## config.mk

```make
export PLATFORM = sky130hd
export DESIGN_NAME = pci_irq_router
export DESIGN_NICKNAME = d
export VERILOG_FILES = /design/src/rtl/irq_route_pkg.sv /design/src/rtl/irq_route_ctrl.sv /design/src/rtl/irq_route_path.sv /design/src/rtl/pci_irq_router.sv
export SDC_FILE = /design/constraint.sdc
export NUM_CORES = 1
export LEC_CHECK = 0
export BUFFER_PORTS_ARGS = -buffer_cell sky130_fd_sc_hd__buf_2
export CORE_ASPECT_RATIO = 0.7
export CORE_MARGIN = 1.5
export CORE_UTILIZATION = 30
export DETAILED_ROUTE_END_ITERATION = 10
export HOLD_SLACK_MARGIN = 0.08
export PLACE_DENSITY = 0.57
export SLEW_MARGIN = 20
export SYNTH_ARGS = -nofsm -noshare
export SYNTH_HDL_FRONTEND = slang
export SYNTH_SLANG_ARGS = --single-unit
```

## constraint.sdc

```tcl
create_clock -name clk -period 1.3 [get_ports clk]
set_input_delay 0.065 -clock clk [delete_from_list [all_inputs] [get_ports clk]]
set_output_delay 0.065 -clock clk [all_outputs]
set_load 0.05 [all_outputs]
```

## src/rtl/irq_route_pkg.sv

```systemverilog
package irq_route_pkg;
  localparam int NUM_PCI       = 4;
  localparam int NUM_ISA       = 16;
  localparam int NUM_APIC      = 24;
  localparam int APIC_PCI_BASE = 16;
  localparam int SEL_W         = $clog2(NUM_ISA);
  localparam int ADDR_W        = 4;
  localparam int DATA_W        = 8;
  localparam int EN_BIT        = DATA_W - 1;

  localparam logic [ADDR_W-1:0] ADDR_MODE  = ADDR_W'(4);
  localparam logic [ADDR_W-1:0] ADDR_REDIR = ADDR_W'(5);

  // Strobes from control to datapath
  typedef struct packed {
    logic                           symMode;
    logic [NUM_PCI-1:0]             lineEn;
    logic [NUM_PCI-1:0][SEL_W-1:0]  lineSel;
  } route_cfg_t;
endpackage

```

## src/rtl/irq_route_ctrl.sv

```systemverilog
module irq_route_ctrl
  import irq_route_pkg::*;
#(
  parameter bit HAS_MODE_BIT = 1'b1
) (
  input  logic              clk,
  input  logic              rstN,
  input  logic              wrEn,
  input  logic [ADDR_W-1:0] wrAddr,
  input  logic [DATA_W-1:0] wrData,
  output route_cfg_t        cfg
);
  logic [NUM_PCI-1:0]            lineEn;
  logic [NUM_PCI-1:0][SEL_W-1:0] lineSel;
  logic                          modeBit;
  logic                          autoSym;
  logic                          unmaskWr;
  logic                          modeWr;

  assign unmaskWr = wrEn && (wrAddr == ADDR_REDIR) && !wrData[EN_BIT];
  assign modeWr   = wrEn && (wrAddr == ADDR_MODE);

  // Steering registers, one per PCI line
  always_ff @(posedge clk or negedge rstN) begin
    if (!rstN) begin
      lineEn  <= '0;
      lineSel <= '0;
    end else if (wrEn) begin
      for (int n = 0; n < NUM_PCI; n++) begin
        if (wrAddr == ADDR_W'(n)) begin
          lineSel[n] <= wrData[SEL_W-1:0];
          lineEn[n]  <= wrData[EN_BIT];
        end
      end
    end
  end

  // Sensing of APIC programming: sticky until reset
  always_ff @(posedge clk or negedge rstN) begin
    if (!rstN)         autoSym <= 1'b0;
    else if (unmaskWr) autoSym <= 1'b1;
  end

  generate
    if (HAS_MODE_BIT) begin : g_modeBit
      always_ff @(posedge clk or negedge rstN) begin
        if (!rstN)       modeBit <= 1'b0;
        else if (modeWr) modeBit <= wrData[0];
      end
    end else begin : g_noModeBit
      assign modeBit = 1'b0;
    end
  endgenerate

  assign cfg.symMode = modeBit | autoSym;
  assign cfg.lineEn  = lineEn;
  assign cfg.lineSel = lineSel;


  unmask_latch_chk: assert property (@(posedge clk) disable iff (!rstN)
    unmaskWr |=> cfg.symMode);


  mode_hold_chk: assert property (@(posedge clk) disable iff (!rstN)
    (cfg.symMode && !modeWr) |=> cfg.symMode);
endmodule

```

## src/rtl/irq_route_path.sv

```systemverilog
module irq_route_path
  import irq_route_pkg::*;
(
  input  logic                clk,
  input  logic                rstN,
  input  logic [NUM_PCI-1:0]  pciIntN,
  input  route_cfg_t          cfg,
  output logic [NUM_ISA-1:0]  isaIrq,
  output logic [NUM_APIC-1:0] apicIn
);
  logic [NUM_ISA-1:0]  isaNext;
  logic [NUM_APIC-1:0] apicNext;

  always_comb begin
    isaNext  = '0;
    apicNext = '0;
    for (int n = 0; n < NUM_PCI; n++) begin
      if (cfg.symMode)
        apicNext[APIC_PCI_BASE + n] = !pciIntN[n];
      else if (cfg.lineEn[n] && !pciIntN[n])
        isaNext = isaNext | (NUM_ISA'(1) << cfg.lineSel[n]);
    end
  end

  // Registered outputs: no glitch across a mode change
  always_ff @(posedge clk or negedge rstN) begin
    if (!rstN) begin
      isaIrq <= '0;
      apicIn <= '0;
    end else begin
      isaIrq <= isaNext;
      apicIn <= apicNext;
    end
  end


  isa_quiet_chk: assert property (@(posedge clk) disable iff (!rstN)
    cfg.symMode |=> (isaIrq == '0));


  legacy_apic_quiet_chk: assert property (@(posedge clk) disable iff (!rstN)
    !cfg.symMode |=> (apicIn == '0));


  reserved_zero_chk: assert property (@(posedge clk) disable iff (!rstN)
    (apicIn[APIC_PCI_BASE-1:0] == '0) &&
    (apicIn[NUM_APIC-1:APIC_PCI_BASE+NUM_PCI] == '0));


  disabled_quiet_chk: assert property (@(posedge clk) disable iff (!rstN)
    (cfg.lineEn == '0) |=> (isaIrq == '0));

  generate
    for (genvar g = 0; g < NUM_PCI; g++) begin : g_follow

      apic_follow_chk: assert property (@(posedge clk) disable iff (!rstN)
        cfg.symMode |=> (apicIn[APIC_PCI_BASE + g] == !$past(pciIntN[g])));
    end
  endgenerate
endmodule

```

## src/rtl/pci_irq_router.sv

```systemverilog
module pci_irq_router
  import irq_route_pkg::*;
#(
  parameter bit HAS_MODE_BIT = 1'b1
) (
  input  logic                clk,
  input  logic                rstN,
  input  logic                wrEn,
  input  logic [ADDR_W-1:0]   wrAddr,
  input  logic [DATA_W-1:0]   wrData,
  input  logic [NUM_PCI-1:0]  pciIntN,
  output logic [NUM_ISA-1:0]  isaIrq,
  output logic [NUM_APIC-1:0] apicIn
);
  route_cfg_t cfg;

  irq_route_ctrl #(.HAS_MODE_BIT(HAS_MODE_BIT)) u_ctrl (
    .clk(clk), .rstN(rstN), .wrEn(wrEn), .wrAddr(wrAddr),
    .wrData(wrData), .cfg(cfg)
  );

  irq_route_path u_path (
    .clk(clk), .rstN(rstN), .pciIntN(pciIntN), .cfg(cfg),
    .isaIrq(isaIrq), .apicIn(apicIn)
  );
endmodule

```

## Word-level counts from Yosys, hierarchy flattened

Cells that the tools add are included.

- Register bits after elaboration: 42
- Output and inout bits: 40

- Eq/ne operators: 5
- Shift operators: 4
- Multiplexer cells: 12
- Bitwise logic cells: 4
- Reductions and logical operators: 17

Operators with widths:

| kind | count |
|---|---|
| two-way mux 16 bit | 8 |
| left shift 1 x 4 -> 16 bit (first input constant) | 4 |
| bitwise OR 16 bit | 3 |
| equality test 4 x 2 -> 1 bit (second input constant) | 2 |
| equality test 4 x 3 -> 1 bit (second input constant) | 2 |
| AND reduction 2 bit | 4 |
| logical AND 1 bit | 7 |
| zero test 1 bit | 5 |
| equality test 4 x 1 -> 1 bit (second input constant) | 1 |
| zero test 4 bit | 1 |
| two-way mux 1 bit | 4 |
| bitwise OR 1 bit | 1 |

## Longest topological paths before layout

Gate-level depths: netlist of the first run.

- Depth after elaboration: 13
- Gate-level depth with buffers: 4

## Hierarchy

A second synthesis of the first run with hierarchy kept.

- Cells, all modules: 189
- Area, all modules: 2248.4 um2

Modules (own cells, without submodules):

| module | instances | cells an instance | area an instance (um2) | seq. area each (um2) |
|---|---|---|---|---|
| irq_route_path | 1 | 134 | 1381.3 | 500.5 |
| irq_route_ctrl | 1 | 55 | 867.1 | 550.5 |

## Worst setup path before layout of the first run

No wires, ideal clock.

- Kind: register to register
- Start point: register u_ctrl.lineSel (netlist bit u_ctrl.cfg[5])
- End point: register u_path.isaIrq[5]
- Library setup time: 82 ps
- Arrival time: 1191 ps
- Setup slack: 27 ps
- Stages on the path, launching flop included: 4
- Buffers on the path: 0
- Period minus slack after synthesis: 1273 ps
- Path through: dfrtp_1 -> nor4b_1 -> a32oi_1 -> a31oi_1

- Longest elaborated chain between the ends: 10

RTL lines:

| element | RTL line | RTL |
|---|---|---|
| start: declaration | irq_route_ctrl.sv:14 | `logic [NUM_PCI-1:0][SEL_W-1:0] lineSel;` |
| start signal: indexed assignment | irq_route_ctrl.sv:31 | `lineSel[n] <= wrData[SEL_W-1:0];` |
| left shift 1 x 4 -> 16 bit * | irq_route_path.sv:21 | `isaNext = isaNext \| (NUM_ISA'(1) << cfg.lineSel[n]);` |
| bitwise OR 16 bit * | irq_route_path.sv:21 |  |
| two-way mux 16 bit * | irq_route_path.sv:20 | `else if (cfg.lineEn[n] && !pciIntN[n])` |
| two-way mux 16 bit * | irq_route_path.sv:18 | `if (cfg.symMode)` |
| bitwise OR 16 bit | irq_route_path.sv:21 |  |
| two-way mux 16 bit | irq_route_path.sv:20 |  |
| two-way mux 16 bit * | irq_route_path.sv:18 |  |
| bitwise OR 16 bit | irq_route_path.sv:21 |  |
| two-way mux 16 bit | irq_route_path.sv:20 |  |
| two-way mux 16 bit * | irq_route_path.sv:18 |  |
| named net u_path.isaNext[5] | irq_route_path.sv:11 | `logic [NUM_ISA-1:0] isaNext;` |
| end signal: assignment | irq_route_path.sv:31 | `isaIrq <= isaNext;` |
| end: declaration | irq_route_path.sv:8 | `output logic [NUM_ISA-1:0] isaIrq,` |

Mark *: on every way through the listed nets, which the timed path passes. The rest lies on a longest branch.
A chain may end at the register's enable or synchronous reset.

## Worst setup path after layout of the first run

- Start point: register u_ctrl.lineSel (netlist bit u_ctrl.cfg[7])
- End point: register u_path.isaIrq[0]

The elaborated chain is that of the path after synthesis.

==> results of run 1 <==
==> cell families (layout without fill, tap and decap cells) <==
family / count (synthesis) / after routing / synth area share (%)
AOI/OAI and AO/OA: 36 / 36 / 11.6
buffers and inverters: 22 / 68 / 7.17
DFF: 42 / 42 / 47.8
muxes: 21 / 21 / 10.8
other: 1 / 20 / 0.170
and+or+nand+nor: 73 / 73 / 22.5
==> report_power, final <==
| part | switching [mW] | total [mW] | leakage [nW] | internal, mW |
|---|---|---|---|---|
| registers | 0.288 | 1.80 | 0.536 | 1.51 |
| logic | 0.740 | 1.22 | 0.639 | 0.483 |
| clock network | 0.471 | 0.854 | 0.0408 | 0.383 |
| total | 1.50 | 3.88 | 1.21 | 2.38 |
==> final timing paths <==
| path | from | end | slack [ps] |
|---|---|---|---|
| max | u_ctrl.cfg[7] | u_path.isaIrq[0] | -40 |
| min | wrEn | u_ctrl.autoSym | 90 |
| max reg2reg | u_ctrl.cfg[7] | u_path.isaIrq[0] | -40 |
| min reg2reg | u_ctrl.autoSym | u_ctrl.autoSym | 520 |
| max in group asynchronous | rstN | u_ctrl.cfg[8] | 630 |
| min in group asynchronous | rstN | u_path.isaIrq[5] | 210 |
==> per-layer routing <==
| metal | track usage (%) | vias to the layer above | wire [µm] |
|---|---|---|---|
| met5 | 0 | - | 0 |
| met4 | 5.48 | 0 | 87 |
| met3 | 3.98 | 9 | 472 |
| met2 | 18.5 | 83 | 2180 |
| met1 | 22.0 | 864 | 2660 |
| li1 | - | 828 | - |
==> per-stage QoR <==
stage / total power, mW / hold WS, ps / setup TNS [ps] / setup WS, ps
after floorplan: 2.51 / -231 / 0 / 27.2
after global placement: 2.84 / 7.71 / -1190 / -113
after global routing: 4.10 / 94.3 / -702 / -73.9
after detailed placement: 2.85 / 10.5 / -1260 / -139
after CTS: 3.77 / 83.7 / -54.6 / -22.5
final: 3.88 / 89.9 / -94.2 / -40.5
==> synth_stat cells (2+ instances only) <==
library cell and instances:
and3_1 2, a32oi_1 6, mux2_2 21, nand2_1 8
clkbuf_1 2, dfrtp_1 42, nor2b_1 10, and4b_1 2
a31oi_1 12, a22oi_1 12, nand2b_1 5, and4bb_2 8
nand3_1 11, nand4_1 4, nand4b_1 2, nor4b_1 2
a21oi_1 3, buf_4 20, nor2_1 12
==> timing repair <==
action / in CTS / in global routing
pin swaps: 9 / 20
setup buffers: 1 / 3
setup endpoints to repair: 5 / 21
endpoints found under the hold margin: 61 / 0
gates resized for setup: 3 / 27
hold buffers: 10 / 0
cloned: 0 / 0
==> flip-flops by register name, indices dropped and copies added, names as in the netlist <==
name,flops
u_path.isaIrq,16
u_ctrl.modeBit,1
u_ctrl.autoSym,1
u_ctrl.cfg,16
u_ctrl.lineEn,4
u_path.apicIn,4
==> worst max-delay path: stages, from the launching register on <==
cell	delay (ps)
dfrtp_2	460
nor4b_4	300
buf_4	180
a22oi_2	80
a31oi_1	220
==> layout make-up <==
cell class	count	area share, %
timing repair buffer	60	14.5
sequential	42	37.1
clock buffer	5	2.41
clock inverter	3	0.833
multi-input combinational	150	41.1
tap	94	4.12
==> flow_summary.ini, run 1 <==
[layout]
instances_no_fill = 354
postLayoutCoreUtil_pct = 41.3
layout-drive-gt1-share_pct = 43.8
multi_input_area_um2 = 1170
num-nets-final = 278
stdcell_area_um2 = 2850
areaGrowthSynthToFinish_pct = 29.7
diodes = 0
n_fill_cell = 693
register_area_um2 = 1060
final_cell_mix = dfrtp_1, buf_2, conb_1, mux2_2, buf_4
final_common_cell = dfrtp_1

[floorplan]
rows = 25
pin_count = 59
dieArea_um2 = 7860
die_h_um = 74.6
core_um2 = 6910
die_w_um = 105
start_util_pct = 31.8

[clock_network]
tritoncts = built
cts_max_level = 2
cts_buffers = 5
cts_max_path_buffers = 2
cts_num_sinks = 42
root_buffer = clkbuf_8
clkTransAtPathRegs_ps = 90
clock_latency_ps = 310

[setup_path]
start_kind = flop
cp.required_ps = 1500
r2r_cells = 4
worstSetupPathType = flop to flop
path_max_fanout = 5
critPathArrivalTime_ps = 1540
end_kind = flop

[global_routing]
grt_max_degree = 28
grt_pass1_vias = 1505
overflow = 0
grt_pass1_wl_um = 8240
grt_usage_pct = 14.3
grt_antenna_before_repair = 0

[pwr]
p_leak_nw = 1.21
power.density_nw_per_um2 = 1360
ir_worst_vdd_mv = 0.700

[place]
io_buffers = 35
gp_congestion = 0.937
dpl-instance-area_um2 = 2510
dp.cells = 333
place_hpwl_um = 4030

[sta]
hold_viol_final = 0
period_share_pct = 103
finalClockSkew_ps = 9.14
slew_viol_final = 0
finalSetupViolCount = 6
period_needed_ps = 1340
rsz0062_at_grt = yes
fmax_ghz = 0.746
worst_slack_ps = -40.5

[detailed_routing]
drc = 0
wl_per_cell_um = 15.2
first_iter_violations = 116
vias = 1784
ant_nets = 0
first_pass_iters = 4
wl_um = 5400
viasPerCell = 5.04

[synth]
synth_edf_count = 0
synth_cells = 195
synth_top_area_share_pct = 47.8
synth_cell_types = 30
ys_async_sr_fraction_pct = 100
avgSynthCellArea_um2 = 11.3
syn_area_um2 = 2200
ys_ff_latch = 42
synth-seq-area-share_pct = 47.8
yosysTopAreaCell = dfrtp_1
ys.warnings.count = 0
synthTopCellsByArea = dfrtp_1, mux2_2, buf_4, and4bb_2, a22oi_1
ys.flop_type = dfrtp_1

[hold_path]
hold_class = input port to flop
min_path_cells = 3

[outcome]
status = finished, violations left
violations = negative setup slack

[job]
drv_cap = 0
No activity file was read; power rests on OpenSTA's default activity.
==> inputs of run 2 (changes only) <==
TNS_END_PERCENT = 30   (was not set)
==> run 2 against run 1 <==
  * The run still ends with negative setup slack left
  * Routed wire length down 1.6%
  * Worst hold slack worse by 0.56 ps
  * Core utilization shrank 0.58 points
  * Die area is the same
  * Register-to-register slack about the same
  * Clock skew is 3.7 ps higher
  * Maximum frequency is 0.22% lower
  * Largest cell class unchanged
==> flow_summary.ini, run 2 (synthesis gave the netlist of run 1 again) <==
[setup_path]
start_kind = flop
critical-path-max-stage-delay_ps = 430
path_max_fanout = 4
critPathSlowestCell = dfrtp_2
end_kind = flop
path_delay_family = flip-flops
cp.required_ps = 1460
cp_cell_sequence = buf_4, and4bb_2, a32oi_1, a31oi_1
critPathArrivalTime_ps = 1500
worst-path-buf-inv = 1
worstSetupPathType = flop to flop

[global_routing]
grt_pass1_wl_um = 8230
grt_usage_pct = 14.2
grt_max_degree = 28
grt_pass1_vias = 1507
grt_antenna_before_repair = 0
overflow = 0

[job]
drv_cap = 0

[layout]
postLayoutCoreUtil_pct = 40.7
stdcell_area_um2 = 2810
areaGrowthSynthToFinish_pct = 27.9
diodes = 0
final_common_cell = dfrtp_1
final_cell_mix = dfrtp_1, buf_2, mux2_2, conb_1
layout-drive-gt1-share_pct = 41.5
num-nets-final = 276

[pwr]
pwr-share-seq_pct = 46.7
comb_power_share_pct = 31.1
internal_power_mw = 2.36
p_total_mw = 3.84
power_switching_mw = 1.48
p_clk_share_pct = 22.2
p_leak_nw = 1.20
switching_share_pct = 38.6
ir_worst_vdd_mv = 0.704
power.density_nw_per_um2 = 1370

[detailed_routing]
wl_um = 5310
vias = 1777
first_pass_iters = 4
wl_per_cell_um = 15.1
ant_nets = 0
viasPerCell = 5.05
drc = 0
first_iter_violations = 119

[floorplan]
die_w_um = 105
core_um2 = 6910
dieArea_um2 = 7860
pin_count = 59
die_h_um = 74.6
start_util_pct = 31.8
rows = 25

[clock_network]
cts_num_sinks = 42
clock_latency_ps = 310
cts_max_path_buffers = 2
cts_buffers = 5
clkTransAtPathRegs_ps = 80
root_buffer = clkbuf_8
cts_max_level = 2
tritoncts = built

[sta]
finalSetupViolCount = 5
hold_viol_final = 0
rsz0062_at_grt = yes
period_share_pct = 103
slew_viol_final = 0
period_needed_ps = 1340
finalClockSkew_ps = 12.8
worst_slack_ps = -43.5
finalSetupTns_ps = -107
fmax_ghz = 0.744

[outcome]
violations = negative setup slack
status = finished, violations left

[place]
io_buffers = 35
gp_congestion = 0.937
place_hpwl_um = 4030
dpl-instance-area_um2 = 2510
dp_slack_ps = -139

[hold_path]
hold_class = input port to flop
==> run 2: cell types whose count changed in the layout (fill, tap and decap cells not counted), sizes merged <==
| cell | before | now |
|---|---|---|
| buf | 49 | 47 |
==> run 2: layout make-up <==
class / count / area [µm²]
repair buffers: 58 / 394
well taps: 94 / 118
fillers: 693 / 4100
multi-input cells: 150 / 1150
clock inverters: 3 / 23.8
flip-flops and latches: 42 / 1060
clock buffers: 5 / 68.8
==> run 2: final timing paths <==
check                          startpoint                 to  slack (ps)  cells after the start
setup / recovery           u_ctrl.cfg[10]  u_path.isaIrq[14]         -40                      4
hold / removal                       wrEn     u_ctrl.autoSym          90                      3
setup reg to reg           u_ctrl.cfg[10]  u_path.isaIrq[14]         -40                      4
hold reg to reg            u_ctrl.autoSym     u_ctrl.autoSym         520                      1
max in group asynchronous            rstN     u_ctrl.cfg[10]         630                      3
min in group asynchronous            rstN   u_path.isaIrq[0]         210                      2
==> run 2: power groups by stage <==
stage | Sequential (mW) | Clock, mW | Combinational, mW
2_1_floorplan | 1.86 | 0 | 0.648
3_3_place_gp | 1.77 | 0 | 1.07
3_5_place_dp | 1.78 | 0 | 1.07
4_1_cts | 1.76 | 0.894 | 1.12
5_1_grt | 1.83 | 0.955 | 1.27
6_report | 1.80 | 0.853 | 1.19
==> run 2: routing by layer <==
| metal | vias up | part of all wire (%) | track usage (%) |
|---|---|---|---|
| met1 | 859 | 51 | 22.0 |
| met2 | 83 | 39 | 18.4 |
| li1 | 826 | - | - |
| met5 | - | 0 | 0 |
| met3 | 9 | 8.8 | 3.98 |
| met4 | 0 | 1.6 | 5.48 |
==> run 2: per-stage QoR <==
stage	instances	hold slack, ps
finish	352	89.3
global route	352	95.8
CTS	352	83.7
detailed placement	333	10.5
global placement	333	7.71
floorplan	214	-231
==> run 2: timing repair <==
item / in CTS / in global routing
resized for setup: 3 / 20
pin swaps: 7 / 17
hold buffers: 10 / 0
endpoints found under the hold margin: 61 / 0
setup endpoints to repair: 5 / 21
buffers inserted: 1 / 1
==> run 2: tightest hold or removal path: cells and delay by family <==
family / cells / cell delay (ps)
AO/OA/AOI/OAI: 1 / 70
AND/OR/NAND/NOR: 1 / 110
buffers and inverters: 1 / 110
